<file path="config.mk">
export PLATFORM = sky130hd
export DESIGN_NAME = vid_capture_frontend
export DESIGN_NICKNAME = d
export VERILOG_FILES = /design/src/rtl/vcf_pkg.sv /design/src/rtl/vcf_sync_code.sv /design/src/rtl/vcf_channel.sv /design/src/rtl/vid_capture_frontend.sv
export SDC_FILE = /design/constraint.sdc
export NUM_CORES = 1
export LEC_CHECK = 0
export BUFFER_PORTS_ARGS = -buffer_cell sky130_fd_sc_hd__buf_2
export CAP_MARGIN = 25
export CORE_MARGIN = 10
export CORE_UTILIZATION = 49
export DETAILED_ROUTE_END_ITERATION = 6
export PLACE_DENSITY_LB_ADDON = 0.08
export SLEW_MARGIN = 15
export SYNTH_ARGS = -nofsm -noshare
export SYNTH_HDL_FRONTEND = slang
export SYNTH_SLANG_ARGS = --single-unit
</file>
<file path="constraint.sdc">
create_clock -name clk -period 2.04 [get_ports clk]
set_clock_uncertainty 0.15 [all_clocks]
set_input_delay 0.102 -clock clk [delete_from_list [all_inputs] [get_ports clk]]
set_output_delay 0.102 -clock clk [all_outputs]
set_load 0.02 [all_outputs]
</file>
<file path="src/rtl/vcf_pkg.sv">
package vcf_pkg;

    localparam int CFG_W = 7;

    localparam logic [1:0] SRC_DEC  = 2'b00;
    localparam logic [1:0] SRC_PORT = 2'b01;

    typedef struct packed {
        logic       emb;       // timing from embedded codes
        logic       fid_fs;    // field = vertical level
        logic       gated;     // every clock valid
        logic       qual_low;  // qualifier active low
        logic [1:0] v_edge;    // [0] rising, [1] falling
        logic       h_fall;    // horizontal on falling edge
    } vcf_cfg_t;

    typedef enum logic [1:0] {
        PRE_IDLE,
        PRE_ONE,
        PRE_TWO,
        PRE_THREE
    } pre_state_e;

    typedef struct packed {
        logic f;
        logic v;
        logic h;
    } ref_lvl_t;

    function automatic logic edge_hit(logic prev, logic cur,
                                      logic rise_en, logic fall_en);
        return (rise_en & ~prev & cur) | (fall_en & prev & ~cur);
    endfunction

endpackage

</file>
<file path="src/rtl/vcf_sync_code.sv">
module vcf_sync_code
    import vcf_pkg::*;
#(
    parameter int DATA_W = 8
) (
    input  logic              clk,
    input  logic              rst,
    input  logic [DATA_W-1:0] pix_i,
    input  logic              vld_i,
    output logic              hit_o,
    output ref_lvl_t          lvl_o
);

    pre_state_e state_q, state_d;
    logic       all_ones, all_zeros;

    always_comb begin
        all_ones  = (pix_i == {DATA_W{1'b1}});
        all_zeros = (pix_i == {DATA_W{1'b0}});
        hit_o     = vld_i && (state_q == PRE_THREE);
        lvl_o     = '{f: pix_i[DATA_W-2], v: pix_i[DATA_W-3], h: pix_i[DATA_W-4]};
        state_d   = state_q;
        if (vld_i) begin
            unique case (state_q)
                PRE_IDLE:  state_d = all_ones ? PRE_ONE : PRE_IDLE;
                PRE_ONE:   state_d = all_zeros ? PRE_TWO
                                   : (all_ones ? PRE_ONE : PRE_IDLE);
                PRE_TWO:   state_d = all_zeros ? PRE_THREE
                                   : (all_ones ? PRE_ONE : PRE_IDLE);
                PRE_THREE: state_d = PRE_IDLE;
                default:   state_d = PRE_IDLE;
            endcase
        end
    end

    always_ff @(posedge clk) begin
        if (rst) state_q <= PRE_IDLE;
        else     state_q <= state_d;
    end

    // a code byte is only taken right after a zero byte
    p_hit_after_zero_r9: assert property (@(posedge clk) disable iff (rst)
        (state_q == PRE_THREE) |-> $past(state_q == PRE_TWO || state_q == PRE_THREE));

endmodule

</file>
<file path="src/rtl/vcf_channel.sv">
module vcf_channel
    import vcf_pkg::*;
#(
    parameter int DATA_W = 8
) (
    input  logic              clk,
    input  logic              rst,
    input  logic [CFG_W-1:0]  cfg_i,
    input  logic [DATA_W-1:0] pix_i,
    input  logic              qual_i,
    input  logic              href_i,
    input  logic              vref_i,
    output logic              vld_o,
    output logic [DATA_W-1:0] pix_o,
    output logic              h_trig_o,
    output logic              v_trig_o,
    output logic              field_o
);

    vcf_cfg_t cfg;
    logic     valid, hit;
    ref_lvl_t lvl, code_q;
    logic     h_cur, v_cur, h_prev, v_prev, h_ev, v_ev;

    assign cfg   = vcf_cfg_t'(cfg_i);
    assign valid = cfg.gated | (qual_i ^ cfg.qual_low);

    vcf_sync_code #(.DATA_W(DATA_W)) u_code (
        .clk   (clk),
        .rst   (rst),
        .pix_i (pix_i),
        .vld_i (valid & cfg.emb),
        .hit_o (hit),
        .lvl_o (lvl)
    );

    always_comb begin
        if (cfg.emb) begin
            h_cur = hit ? lvl.h : code_q.h;
            v_cur = hit ? lvl.v : code_q.v;
        end else begin
            h_cur = href_i;
            v_cur = vref_i;
        end
        h_ev = edge_hit(h_prev, h_cur, ~cfg.h_fall, cfg.h_fall);
        v_ev = edge_hit(v_prev, v_cur, cfg.v_edge[0], cfg.v_edge[1]);
    end

    always_ff @(posedge clk) begin
        if (rst) begin
            vld_o    <= 1'b0;
            pix_o    <= '0;
            h_trig_o <= 1'b0;
            v_trig_o <= 1'b0;
            field_o  <= 1'b0;
            h_prev   <= 1'b0;
            v_prev   <= 1'b0;
            code_q   <= '0;
        end else begin
            vld_o    <= valid;
            pix_o    <= pix_i;
            h_trig_o <= valid & h_ev;
            v_trig_o <= valid & v_ev;
            if (hit) code_q <= lvl;
            if (valid) begin
                h_prev <= h_cur;
                v_prev <= v_cur;
                if (cfg.emb) begin
                    if (hit) field_o <= lvl.f;
                end else if (cfg.fid_fs) begin
                    field_o <= v_cur;
                end else if (v_ev) begin
                    field_o <= h_cur;
                end
            end
        end
    end

    p_trig_qual_r6: assert property (@(posedge clk) disable iff (rst)
        (h_trig_o || v_trig_o) |-> vld_o);

    p_gated_r3: assert property (@(posedge clk) disable iff (rst)
        cfg.gated |=> vld_o);

    p_fs_field_r7: assert property (@(posedge clk) disable iff (rst)
        (!cfg.emb && cfg.fid_fs && valid) |=> (field_o == $past(vref_i)));

    p_code_field_r8: assert property (@(posedge clk) disable iff (rst)
        (cfg.emb && hit) |=> (field_o == $past(lvl.f)));

endmodule

</file>
<file path="src/rtl/vid_capture_frontend.sv">
module vid_capture_frontend
    import vcf_pkg::*;
#(
    parameter int DATA_W = 8
) (
    input  logic              clk,
    input  logic              rst,
    input  logic [1:0]        src_sel_i,
    input  logic [DATA_W-1:0] dec_pix_i,
    input  logic              dec_vld_i,
    input  logic [DATA_W-1:0] port_pix_i,
    input  logic              port_qual_i,
    input  logic              port_href_i,
    input  logic              port_vref_i,
    input  logic [CFG_W-1:0]  cfg_scl_i,
    input  logic [CFG_W-1:0]  cfg_vbi_i,
    output logic              scl_vld_o,
    output logic [DATA_W-1:0] scl_pix_o,
    output logic              scl_h_trig_o,
    output logic              scl_v_trig_o,
    output logic              scl_field_o,
    output logic              vbi_vld_o,
    output logic [DATA_W-1:0] vbi_pix_o,
    output logic              vbi_h_trig_o,
    output logic              vbi_v_trig_o,
    output logic              vbi_field_o
);

    localparam int N_CH = 2;

    logic [CFG_W-1:0]  cfg_arr [N_CH];
    logic              ch_vld  [N_CH];
    logic [DATA_W-1:0] ch_pix  [N_CH];
    logic              ch_h    [N_CH];
    logic              ch_v    [N_CH];
    logic              ch_f    [N_CH];

    logic [1:0]        sel_q;
    logic              dec_vld_q;
    logic [DATA_W-1:0] dec_pix_q;

    assign cfg_arr[0] = cfg_scl_i;
    assign cfg_arr[1] = cfg_vbi_i;

    for (genvar g = 0; g < N_CH; g++) begin : g_ch
        vcf_channel #(.DATA_W(DATA_W)) u_ch (
            .clk      (clk),
            .rst      (rst),
            .cfg_i    (cfg_arr[g]),
            .pix_i    (port_pix_i),
            .qual_i   (port_qual_i),
            .href_i   (port_href_i),
            .vref_i   (port_vref_i),
            .vld_o    (ch_vld[g]),
            .pix_o    (ch_pix[g]),
            .h_trig_o (ch_h[g]),
            .v_trig_o (ch_v[g]),
            .field_o  (ch_f[g])
        );
    end

    always_ff @(posedge clk) begin
        if (rst) begin
            sel_q     <= SRC_DEC;
            dec_vld_q <= 1'b0;
            dec_pix_q <= '0;
        end else begin
            sel_q     <= src_sel_i;
            dec_vld_q <= dec_vld_i;
            dec_pix_q <= dec_pix_i;
        end
    end

    always_comb begin
        unique case (sel_q)
            SRC_DEC:  begin scl_vld_o = dec_vld_q; scl_pix_o = dec_pix_q; end
            SRC_PORT: begin scl_vld_o = ch_vld[0]; scl_pix_o = ch_pix[0]; end
            default:  begin scl_vld_o = 1'b0;      scl_pix_o = '0;        end
        endcase
    end

    assign scl_h_trig_o = ch_h[0];
    assign scl_v_trig_o = ch_v[0];
    assign scl_field_o  = ch_f[0];
    assign vbi_vld_o    = ch_vld[1];
    assign vbi_pix_o    = ch_pix[1];
    assign vbi_h_trig_o = ch_h[1];
    assign vbi_v_trig_o = ch_v[1];
    assign vbi_field_o  = ch_f[1];

    p_src_none_r1: assert property (@(posedge clk) disable iff (rst)
        src_sel_i[1] |=> !scl_vld_o);

    p_src_dec_r1: assert property (@(posedge clk) disable iff (rst)
        (src_sel_i == SRC_DEC) |=> (scl_vld_o == $past(dec_vld_i)));

endmodule

</file>
Word level (Yosys, flattened, before mapping)
Index checks and enable logic that the tools add are counted.
{"block": "classes", "eq_ne": 10, "muxes": 23, "bitwise": 40, "n_reduce_logical": 10}
{"op": "1-bit AND", "n": 22}
{"op": "1-bit two-way mux", "n": 17}
{"op": "2-bit case mux with 4 select lines", "n": 2}
{"op": "8-bit case mux with 2 select lines", "n": 1}
{"op": "1-bit NOT", "n": 10}
{"op": "2-bit == test (second input constant)", "n": 4}
{"op": "8-bit == test (second input constant)", "n": 1}
{"op": "8-bit logical NOT", "n": 1}
{"op": "2-bit by 1-bit == test with 1-bit output (second input constant)", "n": 3}
{"op": "2-bit logical NOT", "n": 3}
{"op": "1-bit bitwise OR", "n": 6}
{"op": "3-bit AND reduction", "n": 2}
{"op": "3-bit nonzero test", "n": 2}
{"op": "2-bit two-way mux", "n": 2}
{"op": "2-bit by 1-bit != test with 1-bit output (second input constant)", "n": 2}
{"op": "1-bit logical AND", "n": 2}
{"op": "1-bit case mux with 2 select lines", "n": 1}
{"op": "1-bit bitwise XOR", "n": 2}
{"block": "word_totals", "reg_bits": 39, "inputBits": 38, "word_cells": 105}

Longest topological paths before layout
{"block": "depth", "depth_word": 12, "ltp_mapped": 5, "ltp_nobuf": 4}

By module
A second synthesis with hierarchy kept.
{"block": "hier_totals", "cells_unflattened": 209, "area_unflattened_um2": 2019.4}
{"mod": "vcf_channel", "instances": 2, "cells_per_inst": 61, "area_each_um2": 609.3}
{"mod": "vid_capture_frontend", "instances": 1, "cells_per_inst": 43, "area_each_um2": 432.9}
{"mod": "vcf_sync_code", "instances": 2, "cells_per_inst": 22, "area_each_um2": 183.9}

Least setup slack after synthesis
Ideal clock, no wire load.
{"block": "synth_timing", "path_type": "input-to-reg", "from": "input port port_pix_i[2]", "to": "register g_ch[0].u_ch.u_code.state_q[1]", "setup_time_ns": 0.071, "arrival_time_ns": 1.329, "t_required_ns": 1.819, "path_slack_ns": 0.490, "path_stages": 4, "n_path_buf": 0, "cell_sequence": "or4_4 nor2_4 or4b_1 a21oi_1"}
{"block": "synth_via", "elab_chain_cells": 3}
{"element": "from (decl)", "line": "vid_capture_frontend.sv:11", "rtl": "input logic [DATA_W-1:0] port_pix_i,"}
{"element": "8-bit logical NOT (*)", "line": "vcf_sync_code.sv:19", "rtl": "all_zeros = (pix_i == {DATA_W{1'b0}});"}
{"element": "2-bit two-way mux, on equally long branches", "line": "vcf_sync_code.sv:28, vcf_sync_code.sv:26"}
{"element": "2-bit case mux with 4 select lines (*)", "line": "vcf_sync_code.sv:24", "rtl": "unique case (state_q)"}
{"element": "to (signal assigned)", "line": "vcf_sync_code.sv:38", "rtl": "else state_q <= state_d;"}
{"element": "to (decl)", "line": "vcf_sync_code.sv:14", "rtl": "pre_state_e state_q, state_d;"}
Mark *: on every way between the ends. The rest lies on a longest branch, timed or not.
A chain may end at the register's enable or synchronous reset.

Final worst setup path
{"block": "layout_timing", "from": "input port port_pix_i[7]", "to": "register g_ch[0].u_ch.u_code.state_q[1]"}
The elaborated chain is that of the path after synthesis.

==> flow_summary.yaml <==
status:
  outcome: "finished clean"
timing:
  timing_max_transition_violations_final: 0
  fin_crit_ps: 2010
  tightest_slew_ps: 543
  finalSetupViolCount: 0
  hold_viol_final: 0
  hold-worst-slack_ps: 25.0
  min_period_over_period_pct: 98.4
  fmax_mhz: 498
  slew_headroom_pct: 63.8
yosys:
  async_reset_ff_share_pct: 0
  synth-warning-count: 0
  synth_area_leaders: "dfxtp_1, mux2i_1, nor2b_1, nor2_1, a31oi_1"
  syn_avg_cell_area_um2: 9.05
  syn-num-nets: 236
  synth_flop_cell: "dfxtp_1"
  yosysSeqAreaShare_pct: 43.6
  synthCells: 198
  yosysTopAreaCell: "dfxtp_1"
  synth_top_area_share_pct: 43.6
  synth_edf_count: 0
  synth_area_um2: 1790
  synthDistinctLibCells: 36
  synth-seq-cells: 39
worst_setup_path:
  worstPathArrival_ps: 2090
  critPathLaunch: "port_pix_i[7]"
  critPathRequiredTime_ps: 2120
  reg2reg_depth: 4
  rrSetupSlack_ps: 450
  criticalPathCategory: "in2reg"
  r2r-start: "g_ch[0].u_ch.u_code.state_q[1]"
  crit_fanout: 4
  reg2reg_to: "g_ch[0].u_ch.field_o"
  worstSetupStartpointType: "primary input"
  end_kind: "flop"
flow_run:
  cap_violations: 0
worst_hold_path:
  min-delay-start: "cfg_scl_i[6]"
  min_delay_path_depth: 3
  min_path_type: "in2reg"
  min_to: "g_ch[0].u_ch.u_code.state_q[0]"
route:
  drc: 0
  routed_wl_um: 4870
  first_pass_iters: 4
  vias_per_cell: 5.21
  ant_nets: 0
  vias: 1730
  wl_per_cell_um: 14.7
  drt_iter0_markers: 190
floorplan:
  fp.coreArea_um2: 3440
  ios: 62
  die_h_um: 80.5
  die-width_um: 80.5
  start_util_pct: 52.1
  row_count: 21
  die_area_um2: 6480
clock_network:
  clk_pin_slew_ps: 80
  clkSinkCount: 39
  htreeDepth: 2
  cts_buffer_depth: 2
  cts_tree: "built"
  clk_latency_ps: 290
  cts_root_buffer: "clkbuf_8"
  cts_made_buffers: 5
power_and_ir_drop:
  peakVddDrop_uv: 515
  p_leak_nw: 1.11
  p_per_area_nw_per_um2: 688
global_route:
  grt_start_max_net_pins: 28
  grt_pass1_vias: 1742
  grt_pass1_wl_um: 8110
  overflow: 0
  antenna_found_initial: 0
  grtUsageTotal_pct: 15.7
layout:
  drive_gt1_share_pct: 26.9
  final_cell_mix: "buf_2, dfxtp_1, nor2b_1, dlygate4sd3_1, nor2_1"
  area_growth_pct: 39.8
  layout_commonest_cell: "buf_2"
  fill_cells: 279
  n_antenna_cell: 0
  nets: 324
  stdcell_area_um2: 2500
placed_design:
  gp_congestion: 0.767
  placed_area_um2: 2140
  dp_hpwl_um: 3390
  io_buffers: 61
## worst max-delay path by stage
stage / to / slack [ps] / cells after the start
after CTS: g_ch[0].u_ch.u_code.state_q[1] / 30 / 6
after global routing: g_ch[0].u_ch.u_code.state_q[1] / -2 / 6
after global placement: g_ch[0].u_ch.u_code.state_q[1] / 320 / 5
after detailed placement: g_ch[0].u_ch.u_code.state_q[1] / 270 / 5
after floorplan: g_ch[0].u_ch.u_code.state_q[1] / 490 / 4
final: g_ch[0].u_ch.u_code.state_q[1] / 30 / 6
## layer usage
layer	global-route usage, %	wire (µm)
met4	6.69	72
met1	17.3	2050
met3	6.90	340
met5	0	0
met2	25.7	2400
## cells in the mapped netlist (2+ instances only)
| master | number |
|---|---|
| o2111ai_1 | 3 |
| o211ai_1 | 2 |
| nor2_1 | 22 |
| xor2_1 | 2 |
| a21oi_1 | 7 |
| mux2i_1 | 19 |
| o21bai_1 | 2 |
| clkbuf_1 | 6 |
| dfxtp_1 | 39 |
| nand3_1 | 4 |
| nand2_1 | 10 |
| or4b_1 | 3 |
| inv_1 | 8 |
| or4_4 | 2 |
| a22o_1 | 4 |
| nand4_1 | 2 |
| nor3_1 | 4 |
| nor2b_1 | 24 |
| a21boi_0 | 4 |
| xnor2_1 | 2 |
| a31oi_1 | 8 |
| o21ai_0 | 7 |
## critical path, stage by stage
cell,delay [ps]
dlygate4sd3_1,550
buf_2,140
or4_4,570
nor2_4,120
or4b_4,460
a21oi_2,140
## metrics by stage
step	instances	setup slack, ps	utilization [%]	power (W)	setup TNS (ps)
6_report	332	33.2	72.8	0.00172	0
3_3_place_gp	300	319	62.3	0.00107	0
4_1_cts	331	30.9	72.3	0.00173	0
2_1_floorplan	198	490	-	0.000973	0
5_1_grt	332	-2.21	72.8	0.00180	-2.21
3_5_place_dp	300	274	62.3	0.00107	0
## state kept, by name, indices dropped and copies added (netlist names)
signal	cells
g_ch.u_ch.code_q	4
dec_vld_q	1
g_ch.u_ch.pix_o	8
g_ch.u_ch.h_prev	2
g_ch.u_ch.h_trig_o	2
g_ch.u_ch.u_code.state_q	4
g_ch.u_ch.field_o	2
dec_pix_q	8
sel_q	2
g_ch.u_ch.v_prev	2
g_ch.u_ch.vld_o	2
g_ch.u_ch.v_trig_o	2
## cell type report
class	instances	area [µm²]	area share (%)
Clock buffer	5	68.8	2.75
Clock inverter	2	37.5	1.50
Inverter	8	30.0	1.20
Multi-Input combinational cell	144	962	38.4
Sequential cell	39	781	31.2
Tap cell	46	57.6	2.30
Timing Repair Buffer	88	568	22.7
## report_power, final
part / switching (W) / internal (W) / total (W)
clock network: 0.000272 / 0.000357 / 0.000629
registers: 0.0000198 / 0.000795 / 0.000815
logic: 0.000149 / 0.000130 / 0.000278
total: 0.000440 / 0.00128 / 0.00172
## cell families (layout without fill, tap and decap cells)
kind of cell / count (synthesis) / count (layout) / share of synthesized area, %
xor+xnor: 4 / 4 / 1.96
flops: 39 / 39 / 43.6
simple gates: 76 / 76 / 23.3
mux: 19 / 19 / 10.6
compound gates: 45 / 45 / 17.5
buf+inv: 15 / 103 / 3.14
## what timing repair did
| action | 4_1_cts | 5_1_grt |
|---|---|---|
| endpoints found under the hold margin | 25 | 0 |
| buffers inserted | 0 | 1 |
| gates resized for setup | 0 | 2 |
| hold buffers | 24 | 0 |
| endpoints found under the setup margin | 0 | 1 |
(Power assumes the default switching activity.)
